===== config.mk =====
export PLATFORM = sky130hd
export DESIGN_NAME = i2c_addr_responder
export DESIGN_NICKNAME = d
export VERILOG_FILES = /design/src/rtl/i2c_resp_pkg.sv /design/src/rtl/i2c_line_mon.sv /design/src/rtl/i2c_resp_mode.sv /design/src/rtl/i2c_resp_fsm.sv /design/src/rtl/i2c_addr_responder.sv
export SDC_FILE = /design/constraint.sdc
export NUM_CORES = 1
export LEC_CHECK = 0
export CAP_MARGIN = 20
export CORE_UTILIZATION = 60
export DETAILED_ROUTE_END_ITERATION = 10
export DONT_BUFFER_PORTS = 1
export HOLD_SLACK_MARGIN = 0.03
export PLACE_DENSITY_LB_ADDON = 0.25
export SLEW_MARGIN = 10
export SYNTH_ARGS = -nofsm -noshare
export SYNTH_HDL_FRONTEND = slang
export SYNTH_SLANG_ARGS = --single-unit

===== constraint.sdc =====
create_clock -name clk -period 5.25 [get_ports clk]
set_input_delay 0.7875 -clock clk [delete_from_list [all_inputs] [get_ports clk]]
set_output_delay 0.7875 -clock clk [all_outputs]
set_load 0.01 [all_outputs]

===== src/rtl/i2c_resp_pkg.sv =====
package i2c_resp_pkg;
  localparam int BYTE_W = 8;
  localparam int ADDR_W = 7;
  localparam int STAT_W = 5;

  // status vector bit positions
  localparam int ST_TXACK  = 0;
  localparam int ST_TXNAK  = 1;
  localparam int ST_RXDONE = 2;
  localparam int ST_STOP   = 3;
  localparam int ST_MATCH  = 4;

  typedef enum logic [3:0] {
    S_IDLE,
    S_ADDR,
    S_IGNORE,
    S_ACK_PEND,
    S_ACK_DRV,
    S_WR_BIT,
    S_RD_WAIT,
    S_RD_SETUP,
    S_RD_BIT,
    S_RD_ACK,
    S_RD_ACKED
  } resp_state_e;
endpackage


===== src/rtl/i2c_line_mon.sv =====
module i2c_line_mon #(
  parameter int SYNC_STAGES = 2
) (
  input  logic clk,
  input  logic rst_n,
  input  logic scl_i,
  input  logic sda_i,
  output logic scl_s,
  output logic sda_s,
  output logic scl_rise,
  output logic scl_fall,
  output logic start_det,
  output logic stop_det
);
  logic [SYNC_STAGES-1:0] scl_sync_q, sda_sync_q;
  logic scl_d_q, sda_d_q;

  always_ff @(posedge clk or negedge rst_n) begin
    if (!rst_n) begin
      scl_sync_q <= '1;
      sda_sync_q <= '1;
      scl_d_q    <= 1'b1;
      sda_d_q    <= 1'b1;
    end else begin
      scl_sync_q <= {scl_sync_q[SYNC_STAGES-2:0], scl_i};
      sda_sync_q <= {sda_sync_q[SYNC_STAGES-2:0], sda_i};
      scl_d_q    <= scl_s;
      sda_d_q    <= sda_s;
    end
  end

  assign scl_s     = scl_sync_q[SYNC_STAGES-1];
  assign sda_s     = sda_sync_q[SYNC_STAGES-1];
  assign scl_rise  = scl_s & ~scl_d_q;
  assign scl_fall  = ~scl_s & scl_d_q;
  // data edges while the clock stays high mark start and stop
  assign start_det = scl_s & scl_d_q & sda_d_q & ~sda_s;
  assign stop_det  = scl_s & scl_d_q & ~sda_d_q & sda_s;
endmodule


===== src/rtl/i2c_resp_mode.sv =====
module i2c_resp_mode
  import i2c_resp_pkg::*;
(
  input  logic              clk,
  input  logic              rst_n,
  input  logic              mode_wr,
  input  logic              mode_slave,
  input  logic              mode_master,
  input  logic              addr_wr,
  input  logic [ADDR_W-1:0] addr_in,
  output logic              slave_en,
  output logic              master_en,
  output logic [ADDR_W-1:0] own_addr
);
  logic              slv_d, mst_d;
  logic [ADDR_W-1:0] addr_d;

  always_comb begin
    slv_d  = slave_en;
    mst_d  = master_en;
    addr_d = own_addr;
    if (mode_wr) begin
      slv_d = mode_slave;
      mst_d = mode_master & ~mode_slave;
    end
    if (addr_wr) addr_d = addr_in;
  end

  always_ff @(posedge clk or negedge rst_n) begin
    if (!rst_n) begin
      slave_en  <= 1'b0;
      master_en <= 1'b0;
      own_addr  <= '0;
    end else begin
      slave_en  <= slv_d;
      master_en <= mst_d;
      own_addr  <= addr_d;
    end
  end

  // target request always overrides controller request
  p_slave_wins_r2: assert property (@(posedge clk) disable iff (!rst_n)
    (mode_wr && mode_slave) |=> (slave_en && !master_en));
endmodule


===== src/rtl/i2c_resp_fsm.sv =====
module i2c_resp_fsm
  import i2c_resp_pkg::*;
(
  input  logic              clk,
  input  logic              rst_n,
  input  logic              slave_en,
  input  logic [ADDR_W-1:0] own_addr,
  input  logic              scl_s,
  input  logic              sda_s,
  input  logic              scl_rise,
  input  logic              scl_fall,
  input  logic              start_det,
  input  logic              stop_det,
  input  logic              tx_go,
  input  logic [BYTE_W-1:0] tx_data,
  input  logic              rx_pending,
  output logic              scl_oe,
  output logic              sda_oe,
  output logic [STAT_W-1:0] ev,
  output logic [BYTE_W-1:0] rx_byte
);
  localparam int CNT_W = $clog2(BYTE_W);
  localparam logic [CNT_W-1:0] LAST_BIT = CNT_W'(BYTE_W - 1);

  resp_state_e       st_q, st_d;
  logic [CNT_W-1:0]  cnt_q, cnt_d;
  logic [BYTE_W-1:0] sh_q, sh_d, txb_q, txb_d, rxb_d;
  logic              rd_q, rd_d, act_q, act_d, txf_q, txf_d;
  logic [BYTE_W-1:0] shifted_in;

  assign shifted_in = {sh_q[BYTE_W-2:0], sda_s};

  always_comb begin
    st_d  = st_q;
    cnt_d = cnt_q;
    sh_d  = sh_q;
    txb_d = txb_q;
    rxb_d = rx_byte;
    rd_d  = rd_q;
    act_d = act_q;
    txf_d = txf_q;
    ev    = '0;
    if (!slave_en) begin
      st_d  = S_IDLE;
      act_d = 1'b0;
      txf_d = 1'b0;
    end else if (stop_det) begin
      ev[ST_STOP] = act_q;
      st_d  = S_IDLE;
      act_d = 1'b0;
      txf_d = 1'b0;
    end else if (start_det) begin
      st_d  = S_ADDR;
      cnt_d = '0;
      act_d = 1'b0;
      txf_d = 1'b0;
    end else begin
      if (tx_go) begin
        txf_d = 1'b1;
        txb_d = tx_data;
      end
      case (st_q)
        S_ADDR: if (scl_rise) begin
          sh_d  = shifted_in;
          cnt_d = cnt_q + 1'b1;
          if (cnt_q == LAST_BIT) begin
            if (sh_q[ADDR_W-1:0] == own_addr) begin
              ev[ST_MATCH]  = 1'b1;
              ev[ST_RXDONE] = 1'b1;
              rxb_d = shifted_in;
              rd_d  = sda_s;
              act_d = 1'b1;
              st_d  = S_ACK_PEND;
            end else begin
              st_d = S_IGNORE;
            end
          end
        end
        S_ACK_PEND: if (scl_fall) st_d = S_ACK_DRV;
        S_ACK_DRV: if (scl_fall) begin
          cnt_d = '0;
          st_d  = rd_q ? S_RD_WAIT : S_WR_BIT;
        end
        S_WR_BIT: if (scl_rise) begin
          sh_d  = shifted_in;
          cnt_d = cnt_q + 1'b1;
          if (cnt_q == LAST_BIT) begin
            ev[ST_RXDONE] = 1'b1;
            rxb_d = shifted_in;
            st_d  = S_ACK_PEND;
          end
        end
        S_RD_WAIT: if (txf_q) begin
          sh_d  = txb_q;
          txf_d = 1'b0;
          cnt_d = '0;
          st_d  = S_RD_SETUP;
        end
        S_RD_SETUP: st_d = S_RD_BIT;
        S_RD_BIT: if (scl_fall) begin
          sh_d  = {sh_q[BYTE_W-2:0], 1'b0};
          cnt_d = cnt_q + 1'b1;
          if (cnt_q == LAST_BIT) st_d = S_RD_ACK;
        end
        S_RD_ACK: if (scl_rise) begin
          if (sda_s) begin
            ev[ST_TXNAK] = 1'b1;
            st_d = S_IGNORE;
          end else begin
            ev[ST_TXACK] = 1'b1;
            st_d = S_RD_ACKED;
          end
        end
        S_RD_ACKED: if (scl_fall) st_d = S_RD_WAIT;
        default: ;
      endcase
    end
  end

  always_ff @(posedge clk or negedge rst_n) begin
    if (!rst_n) begin
      st_q    <= S_IDLE;
      cnt_q   <= '0;
      sh_q    <= '0;
      txb_q   <= '0;
      rx_byte <= '0;
      rd_q    <= 1'b0;
      act_q   <= 1'b0;
      txf_q   <= 1'b0;
    end else begin
      st_q    <= st_d;
      cnt_q   <= cnt_d;
      sh_q    <= sh_d;
      txb_q   <= txb_d;
      rx_byte <= rxb_d;
      rd_q    <= rd_d;
      act_q   <= act_d;
      txf_q   <= txf_d;
    end
  end

  assign scl_oe = ((st_q == S_ACK_DRV) && rx_pending) ||
                  (st_q == S_RD_WAIT) || (st_q == S_RD_SETUP);
  assign sda_oe = (st_q == S_ACK_DRV) ||
                  (((st_q == S_RD_SETUP) || (st_q == S_RD_BIT)) && !sh_q[BYTE_W-1]);

  // stretching only extends a low phase the controller began
  p_stretch_low_r6: assert property (@(posedge clk) disable iff (!rst_n)
    $rose(scl_oe) |-> !scl_s);
  // SDA pull-down only begins while SCL is low
  p_sda_change_low_r7: assert property (@(posedge clk) disable iff (!rst_n)
    $rose(sda_oe) |-> !scl_s);
endmodule


===== src/rtl/i2c_addr_responder.sv =====
module i2c_addr_responder
  import i2c_resp_pkg::*;
#(
  parameter int SYNC_STAGES = 2
) (
  input  logic              clk,
  input  logic              rst_n,
  input  logic              scl_i,
  input  logic              sda_i,
  output logic              scl_oe,
  output logic              sda_oe,
  input  logic              mode_wr,
  input  logic              mode_slave,
  input  logic              mode_master,
  input  logic              addr_wr,
  input  logic [ADDR_W-1:0] addr_in,
  output logic              slave_en,
  output logic              master_en,
  input  logic              tx_go,
  input  logic [BYTE_W-1:0] tx_data,
  input  logic [STAT_W-1:0] irq_clr,
  output logic [STAT_W-1:0] irq_stat,
  output logic [BYTE_W-1:0] rx_data
);
  logic [1:0]        rst_pipe_q;
  logic              rst_ni;
  logic              scl_s, sda_s, scl_rise, scl_fall, start_det, stop_det;
  logic [ADDR_W-1:0] own_addr;
  logic [STAT_W-1:0] ev, stat_d;

  // asynchronous assertion, synchronous release
  always_ff @(posedge clk or negedge rst_n) begin
    if (!rst_n) rst_pipe_q <= '0;
    else        rst_pipe_q <= {rst_pipe_q[0], 1'b1};
  end
  assign rst_ni = rst_pipe_q[1];

  i2c_line_mon #(.SYNC_STAGES(SYNC_STAGES)) u_mon (
    .clk(clk), .rst_n(rst_ni), .scl_i(scl_i), .sda_i(sda_i),
    .scl_s(scl_s), .sda_s(sda_s), .scl_rise(scl_rise), .scl_fall(scl_fall),
    .start_det(start_det), .stop_det(stop_det)
  );

  i2c_resp_mode u_mode (
    .clk(clk), .rst_n(rst_ni), .mode_wr(mode_wr), .mode_slave(mode_slave),
    .mode_master(mode_master), .addr_wr(addr_wr), .addr_in(addr_in),
    .slave_en(slave_en), .master_en(master_en), .own_addr(own_addr)
  );

  i2c_resp_fsm u_fsm (
    .clk(clk), .rst_n(rst_ni), .slave_en(slave_en), .own_addr(own_addr),
    .scl_s(scl_s), .sda_s(sda_s), .scl_rise(scl_rise), .scl_fall(scl_fall),
    .start_det(start_det), .stop_det(stop_det), .tx_go(tx_go), .tx_data(tx_data),
    .rx_pending(irq_stat[ST_RXDONE]), .scl_oe(scl_oe), .sda_oe(sda_oe),
    .ev(ev), .rx_byte(rx_data)
  );

  // sticky status, new events win over clear
  assign stat_d = ev | (irq_stat & ~irq_clr);

  always_ff @(posedge clk or negedge rst_ni) begin
    if (!rst_ni) irq_stat <= '0;
    else         irq_stat <= stat_d;
  end

  for (genvar i = 0; i < STAT_W; i++) begin : g_stat_chk
    // a set bit survives until its clear bit is written
    p_sticky_r12: assert property (@(posedge clk) disable iff (!rst_ni)
      (irq_stat[i] && !irq_clr[i]) |=> irq_stat[i]);
  end

  // a match is always reported together with the address byte
  p_match_rx_r3: assert property (@(posedge clk) disable iff (!rst_ni)
    $rose(irq_stat[ST_MATCH]) |-> irq_stat[ST_RXDONE]);
  // a disabled target releases both lines
  p_quiet_off_r11: assert property (@(posedge clk) disable iff (!rst_ni)
    !slave_en |=> (!scl_oe && !sda_oe));
endmodule


# Word level (Yosys, flattened, before mapping)

Index checks and enable logic that the tools add are counted.

Memories: 0
Bits in latches: 0
Output and inout port bits: 17
RAM bits: 0
Register bits after elaboration: 56
Input bits: 29
Logic and storage cells: 157
ROM bits: 0

Divide/modulo/power cells: 0
Reductions and logical operators: 18
Order comparisons: 0
Equality and inequality tests: 39
Shift operators: 0
Bitwise operators: 18
Add/sub/neg operators: 1
Multiplexer cells: 64
Multiply operators: 0

Operators with widths:

| cell                  | number |
|---|---|
| $mux W8               | 8 |
| $mux W4               | 15 |
| $pmux W4 S9           | 1 |
| $ne A5 B5 Y1 const B  | 7 |
| $mux W1               | 25 |
| $pmux W8 S3           | 1 |
| $mux W3               | 7 |
| $reduce_and A7 Y1     | 3 |
| $ne A5 B4 Y1 const B  | 4 |
| $eq A4 B3 Y1 const B  | 4 |
| $pmux W8 S2           | 1 |
| $eq A4 B4 Y1 const B  | 3 |
| $ne A12 B3 Y1 const B | 1 |
| $ne A4 B3 Y1 const B  | 3 |
| $pmux W3 S4           | 1 |
| $reduce_and A12 Y1    | 1 |
| $ne A2 B1 Y1 const B  | 5 |
| $reduce_and A9 Y1     | 1 |
| $and A1 B1 Y1         | 8 |
| $reduce_and A4 Y1     | 2 |
| $eq A7 B7 Y1          | 1 |
| $not A1 Y1            | 7 |
| $mux W2               | 3 |
| $ne A2 B2 Y1 const B  | 3 |
| 20 further kinds      | 25 |

# Depth between registers and ports, before layout

Gate-level depths: netlist of run 1.

Word-level depth: 9
Gate-level depth with buffers: 7
Mapped depth without buffers: 6

# Modules after synthesis

Synthesis of run 1 repeated with hierarchy kept, for this count alone.

Cells, all modules: 228
Area, all modules: 2721.4 µm²

By module, submodules not included:

| module             | seq. area each (µm²) | cells each | times used | area an instance (µm²) |
|---|---|---|---|---|
| i2c_resp_fsm       | 850.8                | 179        | 1          | 1926.8 |
| i2c_resp_mode      | 225.2                | 21         | 1          | 369.1 |
| i2c_addr_responder | 175.2                | 18         | 1          | 235.2 |
| i2c_line_mon       | 157.7                | 10         | 1          | 190.2 |

# Worst setup path before layout of run 1

Ideal clock, no wire load.

Path type: flip-flop to flip-flop
From: reg u_fsm.sh_q[4]
To: reg u_fsm.rx_byte[0]
Path buffers: 0
Library setup time: 0.125 ns
Clock period less this slack: 1.979 ns
Path slack: 3.271 ns
Data arrival time: 1.854 ns
Data required time: 5.125 ns
Cell stages (with the launch flop): 6
Path through: dfrtp_1 xor2_1 nor4_1 nand4_1 a211oi_4 mux2_2

Word-level cells in the longest chain between the ends: 3

RTL lines:

| what                        | line                | source |
|---|---|---|
| start, declared             | i2c_resp_fsm.sv:27  | `logic [BYTE_W-1:0] sh_q, sh_d, txb_q, txb_d, rxb_d;` |
| start signal, assigned      | i2c_resp_fsm.sv:124 | `sh_q <= '0;` |
| start signal, assigned      | i2c_resp_fsm.sv:133 | `sh_q <= sh_d;` |
| $eq A7 B7 Y1                | i2c_resp_fsm.sv:67  | `if (sh_q[ADDR_W-1:0] == own_addr) begin` |
| $ne A2 B1 Y1 (no line)      | n/a                 |  |
| $reduce_and A9 Y1 (no line) | n/a                 |  |
| end signal, assigned        | i2c_resp_fsm.sv:135 | `rx_byte <= rxb_d;` |
| end, declared               | i2c_resp_fsm.sv:20  | `output logic [BYTE_W-1:0] rx_byte` |

No other way between the ends.
A chain may end at the register's enable or synchronous reset.

# Worst setup path in the final report of run 1

From: reg u_fsm.st_q[3]
To: reg u_fsm.cnt_q[0]

Word-level cells in the longest chain between the ends: 4
Elaborated cells between the ends (all ways): 14
Those cells by class: 9 x eq/ne; 2 x mux; 3 x reduce/logical

RTL lines:

| what                                                          | line                | source |
|---|---|---|
| start, declared                                               | i2c_resp_fsm.sv:25  | `resp_state_e st_q, st_d;` |
| start signal, assigned                                        | i2c_resp_fsm.sv:131 | `st_q <= st_d;` |
| $eq A4 B1 Y1 / $eq A4 B3 Y1 (equally long branches)           | i2c_resp_fsm.sv:62  | `case (st_q)` |
| $reduce_or A2 Y1 (no line)                                    | n/a                 |  |
| $ne A3 B1 Y1 (no line), or another cell as far along          | n/a                 |  |
| $reduce_and A7 Y1 (no line) / $mux W3 (equally long branches) | n/a                 |  |
| end signal, assigned                                          | i2c_resp_fsm.sv:132 | `cnt_q <= cnt_d;` |
| end, declared                                                 | i2c_resp_fsm.sv:26  | `logic [CNT_W-1:0] cnt_q, cnt_d;` |

Parallel ways exist; a longest one is shown, timed or not.

==> out/results.tsv, run 1 <==
metric	value	unit
reg2reg path depth	5	
Worst R2R Setup Slack	2.71	ns
top cell type by total area after synthesis	dfrtp_1	
Core Region	4140	µm²
critical path peak fanout	17	
post-synthesis average cell area	11.5	µm²
slowest CP cell	dfrtp_1	
total negative slack	0	ns
total power draw	0.830	mW
maximum VDD drop	0.264	mV
worst skew pair latency	0.30	ns
Routed WL per cell	19.0	µm
HP Class	in -> async	
Logic pwr share	10.3	%
xor/xnor cell area share of the yosys netlist	2.93	%
Adder-Cell Fraction of Synth Area	0.929	%
fin nets	261	
TritonCTS clock tree	built	
ys flop type	dfrtp_1	
outcome	complete, no violations	
CTS Root Cell	clkbuf_8	
most frequent cells in the layout	dfrtp_1, mux2_2, a21oi_1	
final core occ	67.0	%
crit path time final	2.54	ns
# diodes	0	
Synth Cell Area	2690	µm²
simple logic cell fraction of the synthesized area	9.90	%
Fillers	315	
PortBufs	0	
critical path class	reg -> reg	
clock power share	27.2	%
part of the power in registers	62.4	%
CP startpoint kind	register	
mux contribution to synthesized area	13.9	%
fin cells	281	
H-tree levels	2	
largest stage delay on the critical path	0.67	ns
sequential cell area	1410	µm²
vias in the first global route	1786	
Distinct cells, synth	52	
flop and latch count out of synthesis	56	
first-pass GRT wire length	8.77	mm
Slew headroom	48.5	%
Psw	0.216	mW
initial drt markers	191	
Die Height	69.0	µm
worst r2r src	u_fsm.st_q[3]	
Hold Vio Cnt, Final	0	
RSZ-0062 raised after global routing	false	
synthesized instance count	235	
Die Span X	69.0	µm
clk sinks	56	
final wirelength	5.34	mm
syn nets	266	
DR pass1 iterations	4	
gr ovfl total	0	
fmax	0.393	GHz
initial antenna violation count	0	
DRC	0	
worst slew pin tran	0.766	ns
post-CTS resize count	0	
drt via density	6.38	
WP data required	5.45	ns
largest cells by area after synthesis	dfrtp_1, mux2_2, dfstp_2, a21oi_1, mux2i_1	
compound-gate portion of the synthesized area	15.6	%
area of the multi-input gates	1170	µm²
hold_buf cts	0	
CP startpoint	u_fsm.st_q[3]	
Longest Clk Path Bufs	2	
largest net degree at the start of global routing	55	
postcts setup bufs	0	
worst flop-to-flop path endpoint	u_fsm.cnt_q[0]	
initial core utilization	65.0	%
setup slack after layout	2.71	ns
Internal Power	0.614	mW
Pwr per Cell Area	299	nW/µm²
fin crit share	48.4	%
Worst Skew	0.00691	ns
Inst Count DP	272	
worst endpoint data arrival time	2.74	ns
layout cells sized above 1	20.3	%
Final setup viols	0	
post-DP HPWL	3.92	mm
cell-by-cell trace of the critical path	nand2b_1 -> o32a_1 -> o21ai_2 -> o211ai_1 -> mux2_2	
vias post-DR	1794	
register area share after synthesis	52.3	%
DRT antenna net count	0	
clock transition at the registers of the reported paths	0.09	ns
Worst setup EP type	register	
die area	4760	µm²
Top Ports	46	
asr flop ratio synth	100	%
max-cap violation count	0	
share of the synthesized area in the top cell type	46.5	%
combinational family with the most area after synthesis	compound AO/OA/AOI/OAI gates	
Placement Setup Slack	2.48	ns
end point of the critical path	u_fsm.cnt_q[0]	
area delta synth->final	3.16	%
GRT Util Overall	26.2	%
commonest non-fill, non-tap cell in the layout	dfrtp_1	
EDFF count, synth	0	
cell row count	23	
routability cong.	0.852	
total CTS buffers	5	
Pins Over Slew Limit	0	
Yosys warnings	0	
leakage power	1.16	nW
Sw Share	26.0	%
-- per-layer routing --
metal	global-route usage, %	share of wire (%)	up-vias
li1	-	-	838
met5	0	0	-
met1	34.1	43	898
met3	5.26	4.3	10
met2	43.6	51	48
met4	8.67	1.9	0
-- how the worst min path moves through the flow --
| stage | start | to | slack [ns] |
|---|---|---|---|
| 4_1_cts | rst_n | rst_pipe_q[1] | 0.16 |
| 3_5_place_dp | rst_pipe_q[0] | rst_pipe_q[1] | 0.34 |
| 2_1_floorplan | rst_pipe_q[0] | rst_pipe_q[1] | 0.33 |
| 3_3_place_gp | rst_pipe_q[0] | rst_pipe_q[1] | 0.34 |
| 6_report | rst_n | rst_pipe_q[1] | 0.17 |
| 5_1_grt | rst_n | rst_pipe_q[1] | 0.15 |
-- stage by stage --
step,area [µm²],hold slack [ns]
6_report,2780,0.168
3_3_place_gp,2690,0.340
2_1_floorplan,2690,0.331
4_1_cts,2770,0.161
5_1_grt,2780,0.148
3_5_place_dp,2690,0.340
-- cell families after synthesis --
kind of cell    Yosys count
flops                    56
fa+ha+maj                 2
xor+xnor                  9
buf+inv                  23
other cells               1
compound gates           61
simple gates             49
mux                      34
-- synth_stat cells, types with 3 or more instances --
master / number
xnor2_1: 5
nor2b_1: 3
inv_1: 10
mux2_2: 27
a21oi_1: 15
nor2_1: 9
mux2i_1: 7
o31ai_1: 5
o21ai_0: 9
xor2_1: 4
dfrtp_1: 50
a31oi_1: 8
nand2b_1: 6
dfstp_2: 6
buf_4: 4
nand4_1: 3
nand4b_1: 3
buf_2: 5
nand2_1: 13
-- registers in the layout (all words and copies together) (netlist names) --
signal	flops
u_fsm.txb_q	8
u_fsm.txf_q	1
rst_pipe_q	2
u_mon.sda_d_q	1
u_mon.scl_d_q	1
u_fsm.sh_q	8
u_mode.slave_en	1
u_fsm.rd_q	1
u_fsm.act_q	1
u_fsm.rx_byte	8
u_mode.own_addr	7
u_mode.master_en	1
u_fsm.st_q	4
u_fsm.cnt_q	3
irq_stat	5
u_mon.sda_sync_q	2
u_mon.scl_sync_q	2
-- power by group through the flow --
stage / registers (mW) / logic, mW / clock network, mW
after floorplan: 0.508 / 0.0785 / 0
after global placement: 0.525 / 0.0817 / 0
after detailed placement: 0.528 / 0.0854 / 0
after CTS: 0.518 / 0.0862 / 0.232
after global routing: 0.525 / 0.0947 / 0.246
final: 0.518 / 0.0859 / 0.226
-- worst max-delay path: cells and delay by family (launching register included) --
family	cells	cell delay, ns
simple gates	1	0.26
compound gates	3	1.20
flops	1	0.67
mux	1	0.31
-- final cells by class --
cell class	instances	area share, %
flip-flops and latches	56	50.9
multi-input cells	156	42.3
clock buffers	7	2.75
well taps	50	2.25
inverters	10	1.35
clock inverters	1	0.315
repair buffers	1	0.180
No activity file was read; power rests on OpenSTA's default activity.
==> inputs of run 2 (changes only) <==
clock period = 2.4 ns   (was 5.25 ns; I/O delays follow)
==> run 2 against run 1 <==
Combinational power rose to 2.6 times the previous value. Critical path depth unchanged. Flip-flop and latch count is the same. Critical path type unchanged. Highest routed layer unchanged.
==> out/results.tsv, run 2 (synthesis gave the netlist of run 1 again) <==
metric	value	unit	change
outcome	complete, no violations		unchanged
Die Height	69.0	µm	unchanged
CP bufs+invs	0		unchanged
Psw	0.500	mW	was 0.216 mW
Internal Power	1.36	mW	was 0.614 mW
fin nets	276		was 261
Inst Count DP	285		was 272
first-pass GRT wire length	9.43	mm	was 8.77 mm
Crit path max-delay family	compound AO/OA/AOI/OAI gates		unchanged
Routed WL per cell	19.9	µm	was 19.0 µm
vias in the first global route	1973		was 1786
# diodes	0		unchanged
crit path time final	2.26	ns	was 2.54 ns
PortBufs	0		unchanged
Logic pwr share	12.1	%	was 10.3%
Pwr per Cell Area	639	nW/µm²	was 299 nW/µm²
leakage power	1.24	nW	was 1.16 nW
critical path class	reg -> reg		unchanged
Levels on crit path	5		unchanged
CP startpoint	u_fsm.sh_q[4]		was u_fsm.st_q[3]
HP Class	in -> reg		was in -> async
total negative slack	0	ns	unchanged
GRT Util Overall	27.9	%	was 26.2%
initial drt markers	124		was 191
Core Region	4140	µm²	unchanged
maximum VDD drop	0.570	mV	was 0.264 mV
worst hold path cell count	1		
post-DP HPWL	4.31	mm	was 3.92 mm
hold_sp	irq_clr[0]		
CP startpoint kind	register		unchanged
Pins Over Slew Limit	0		unchanged
DRT antenna net count	0		unchanged
total power draw	1.86	mW	was 0.830 mW
critical path peak fanout	9		was 17
die area	4760	µm²	unchanged
Top Ports	46		unchanged
Worst Skew	0.00952	ns	was 0.00691 ns
DR pass1 iterations	4		unchanged
Longest Clk Path Bufs	2		unchanged
max-cap violation count	0		unchanged
worst endpoint data arrival time	2.47	ns	was 2.74 ns
initial core utilization	65.0	%	unchanged
postcts setup bufs	0		unchanged
Hold Vio Cnt, Final	0		unchanged
Final setup viols	0		unchanged
final wirelength	5.88	mm	was 5.34 mm
clock power share	27.7	%	was 27.2%
largest net degree at the start of global routing	37		was 55
vias post-DR	1920		was 1794
cell-by-cell trace of the critical path	xor2_1 -> nor4_1 -> nand4_1 -> a211oi_4 -> mux2_2		was nand2b_1 -> o32a_1 -> o21ai_2 -> o211ai_1 -> mux2_2
area delta synth->final	8.09	%	was 3.16%
RSZ-0062 raised after global routing	false		unchanged
CTS Root Cell	clkbuf_8		unchanged
fin cells	296		was 281
fmax	0.443	GHz	was 0.393 GHz
commonest non-fill, non-tap cell in the layout	dfrtp_1		unchanged
cell row count	23		unchanged
drt via density	6.49		was 6.38
Sw Share	26.9	%	was 26.0%
largest stage delay on the critical path	0.59	ns	was 0.67 ns
initial antenna violation count	0		unchanged
most frequent cells in the layout	dfrtp_1, mux2_2, a21oi_1		unchanged
worst skew pair latency	0.31	ns	was 0.30 ns
fin crit share	94.1	%	was 48.4%
H-tree levels	2		unchanged
Slew headroom	53.5	%	was 48.5%
Worst setup EP type	register		unchanged
total CTS buffers	5		unchanged
clk sinks	56		unchanged
slowest CP cell	a211oi_4		was dfrtp_1
worst r2r src	u_fsm.sh_q[4]		was u_fsm.st_q[3]
WP data required	2.61	ns	was 5.45 ns
TritonCTS clock tree	built		unchanged
Die Span X	69.0	µm	unchanged
gr ovfl total	0		unchanged
clock transition at the registers of the reported paths	0.10	ns	was 0.09 ns
top flop regs	u_fsm.rx_byte: 8 flops, u_fsm.sh_q: 8 flops, u_fsm.txb_q: 8 flops		unchanged
worst slew pin tran	0.697	ns	was 0.766 ns
routability cong.	0.882		was 0.852
reg2reg path depth	5		unchanged
layout cells sized above 1	24.0	%	was 20.3%
part of the power in registers	60.2	%	was 62.4%
DRC	0		unchanged
==> run 2: timing repair <==
item,CTS,global route
endpoints found under the hold margin,4,0
hold buffers,3,0
gates resized for setup,0,0
==> run 2: path summary, 6_finish.rpt <==
check | slack, ns | end
worst min register to register | 0.20 | u_mode.own_addr[6]
worst max register to register | 0.14 | u_fsm.rx_byte[5]
worst max-delay path | 0.14 | u_fsm.rx_byte[5]
max in group asynchronous | 1.60 | u_mon.scl_sync_q[0]
min in group asynchronous | 0.20 | u_mode.own_addr[6]
worst min-delay path | 0.13 | irq_stat[0]
==> run 2: final cells by class <==
type                    instances  area, µm²
inverters                      10       37.5
well taps                      50       62.6
flip-flops and latches         56       1410
clock buffers                   7       76.3
fillers                       311       1230
clock inverters                 1       8.76
repair buffers                 16        140
multi-input cells             156       1170
==> run 2: metal layers <==
metal  track usage [%]  vias up  wire [µm]
met1              33.2      973       2430
met3              5.59       12        296
met2              49.0       52       3010
met5                 0        -          0
met4              11.2        0        144
li1                  -      883          -
==> run 2: stage by stage <==
stage / util, % / worst slack [ns] / instance area, µm² / hold slack, ns
after floorplan: - / 0.421 / 2690 / 0.0644
after global placement: 67.5 / 0.280 / 2800 / 0.0644
after detailed placement: 67.5 / 0.147 / 2800 / 0.0644
after CTS: 70.2 / 0.145 / 2910 / 0.118
after global routing: 70.2 / 0.0611 / 2910 / 0.114
final: 70.2 / 0.142 / 2910 / 0.126
==> run 2: power groups by stage <==
stage               sequential [mW]  combinational [mW]  clock [mW]
finish                         1.12               0.224       0.515
global placement               1.13               0.209           0
detailed placement             1.14               0.219           0
global route                   1.13               0.250       0.551
floorplan                      1.11               0.172           0
CTS                            1.12               0.225       0.529
==> inputs of run 3 (changes only) <==
CORE_UTILIZATION = 50   (was 60)
==> run 3 against run 2 <==
Non-clock buffer count is 1 lower. Worst setup slack better by 0.035 ns. Largest power group unchanged. Via count is 4.2% lower. Routed wire length is 6.5% lower.
==> out/results.tsv, run 3 (synthesis gave the netlist of run 1 again) <==
metric	value	unit	change
outcome	complete, no violations		unchanged
postcts setup bufs	0		unchanged
fin nets	275		was 276
HP Class	in -> reg		unchanged
fin crit share	92.6	%	was 94.1%
WP data required	2.61	ns	about the same
DRT antenna net count	0		unchanged
worst endpoint data arrival time	2.43	ns	was 2.47 ns
Core Region	5140	µm²	was 4140 µm²
leakage power	1.23	nW	was 1.24 nW
fmax	0.450	GHz	was 0.443 GHz
largest net degree at the start of global routing	30		was 37
Crit path max-delay family	simple AND/OR/NAND/NOR gates		was compound AO/OA/AOI/OAI gates
DR pass1 iterations	4		unchanged
worst r2r src	u_fsm.sh_q[4]		unchanged
initial core utilization	52.4	%	was 65.0%
Slew headroom	55.5	%	was 53.5%
vias in the first global route	1866		was 1973
gr ovfl total	0		unchanged
RSZ-0062 raised after global routing	false		unchanged
final wirelength	5.50	mm	was 5.88 mm
layout cells sized above 1	24.5	%	was 24.0%
fin cells	315		was 296
commonest non-fill, non-tap cell in the layout	dfrtp_1		unchanged
Placement Setup Slack	0.163	ns	was 0.147 ns
Pins Over Slew Limit	0		unchanged
die area	5680	µm²	was 4760 µm²
Die Span X	75.4	µm	was 69.0 µm
critical path class	reg -> reg		unchanged
Final setup viols	0		unchanged
DRC	0		unchanged
initial drt markers	183		was 124
# diodes	0		unchanged
Routed WL per cell	17.5	µm	was 19.9 µm
cell row count	26		was 23
routability cong.	0.908		was 0.882
final hold slack	0.121	ns	was 0.126 ns
final core occ	57.2	%	was 70.2%
most frequent cells in the layout	dfrtp_1, mux2_2, a21oi_1		unchanged
drt via density	5.84		was 6.49
clk sinks	56		unchanged
slowest CP cell	a211oi_4		unchanged
crit path time final	2.22	ns	was 2.26 ns
post-CTS resize count	0		unchanged
GRT Util Overall	21.9	%	was 27.9%
PortBufs	0		unchanged
Pwr per Cell Area	638	nW/µm²	was 639 nW/µm²
CP startpoint	u_fsm.sh_q[4]		unchanged
Longest Clk Path Bufs	2		unchanged
vias post-DR	1840		was 1920
max-cap violation count	0		unchanged
hold_sp	irq_clr[3]		was irq_clr[0]
critical path peak fanout	9		unchanged
Die Height	75.4	µm	was 69.0 µm
top flop regs	u_fsm.rx_byte: 8 flops, u_fsm.sh_q: 8 flops, u_fsm.txb_q: 8 flops		unchanged
Worst setup EP type	register		unchanged
worst skew pair latency	0.32	ns	was 0.31 ns
H-tree levels	2		unchanged
maximum VDD drop	0.452	mV	was 0.570 mV
Worst Skew	0.00709	ns	was 0.00952 ns
total CTS buffers	5		unchanged
Fillers	472		was 311
largest stage delay on the critical path	0.56	ns	was 0.59 ns
worst slew pin tran	0.667	ns	was 0.697 ns
clock transition at the registers of the reported paths	0.11	ns	was 0.10 ns
setup slack after layout	0.177	ns	was 0.142 ns
CP startpoint kind	register		unchanged
total negative slack	0	ns	unchanged
hold_buf cts	3		unchanged
area delta synth->final	9.11	%	was 8.09%
Inst Count DP	304		was 285
cell-by-cell trace of the critical path	xor2_1 -> nor4_1 -> nand4_1 -> a211oi_4 -> mux2_2		unchanged
Hold Vio Cnt, Final	0		unchanged
first-pass GRT wire length	9.12	mm	was 9.43 mm
post-DP HPWL	4.01	mm	was 4.31 mm
TritonCTS clock tree	built		unchanged
initial antenna violation count	0		unchanged
Top Ports	46		unchanged
CTS Root Cell	clkbuf_8		unchanged
CP bufs+invs	0		unchanged
run 3: changes by cell type in the layout (fill, tap and decap cells not counted):
cell and delta:
inv_8 +1, clkinvlp_4 +2, clkbuf_1 -2, inv_6 -1, buf_4 -1
run 3: final timing paths:
kind | end | slack, ns | cells after the start
max | u_fsm.rx_byte[5] | 0.18 | 5
min | irq_stat[3] | 0.12 | 1
max reg2reg | u_fsm.rx_byte[5] | 0.18 | 5
min reg2reg | u_fsm.rx_byte[0] | 0.28 | 0
max in group asynchronous | u_mon.sda_sync_q[0] | 1.42 | 1
min in group asynchronous | rst_pipe_q[0] | 0.26 | 1
run 3: power breakdown:
| group | leakage, nW | switching (mW) | internal [mW] |
|---|---|---|---|
| clock network | 0.0423 | 0.332 | 0.213 |
| registers | 0.713 | 0.0881 | 1.03 |
| logic | 0.478 | 0.0959 | 0.114 |
run 3: per-layer routing:
metal  GRT usage (%)  up-vias  part of all wire [%]
met1            27.3      912                    43
met5               0        -                     0
met4            7.82        0                   1.7
met2            37.3       52                    49
met3            5.42        8                   6.6
li1                -      868                     -
run 3: stage by stage:
step / area (µm²) / total power [mW]
final: 2940 / 1.88
after global placement: 2810 / 1.34
after detailed placement: 2810 / 1.35
after global routing: 2940 / 1.96
after CTS: 2940 / 1.89
after floorplan: 2690 / 1.28
run 3: area by class of cell:
type                    instances  area (µm²)  area share (%)
repair buffers                 15         133            4.51
multi-input cells             156        1170            40.0
clock inverters                 3        26.3           0.894
flip-flops and latches         56        1410            48.0
well taps                      70        87.6            2.98
clock buffers                   5        68.8            2.34
inverters                      10        37.5            1.28
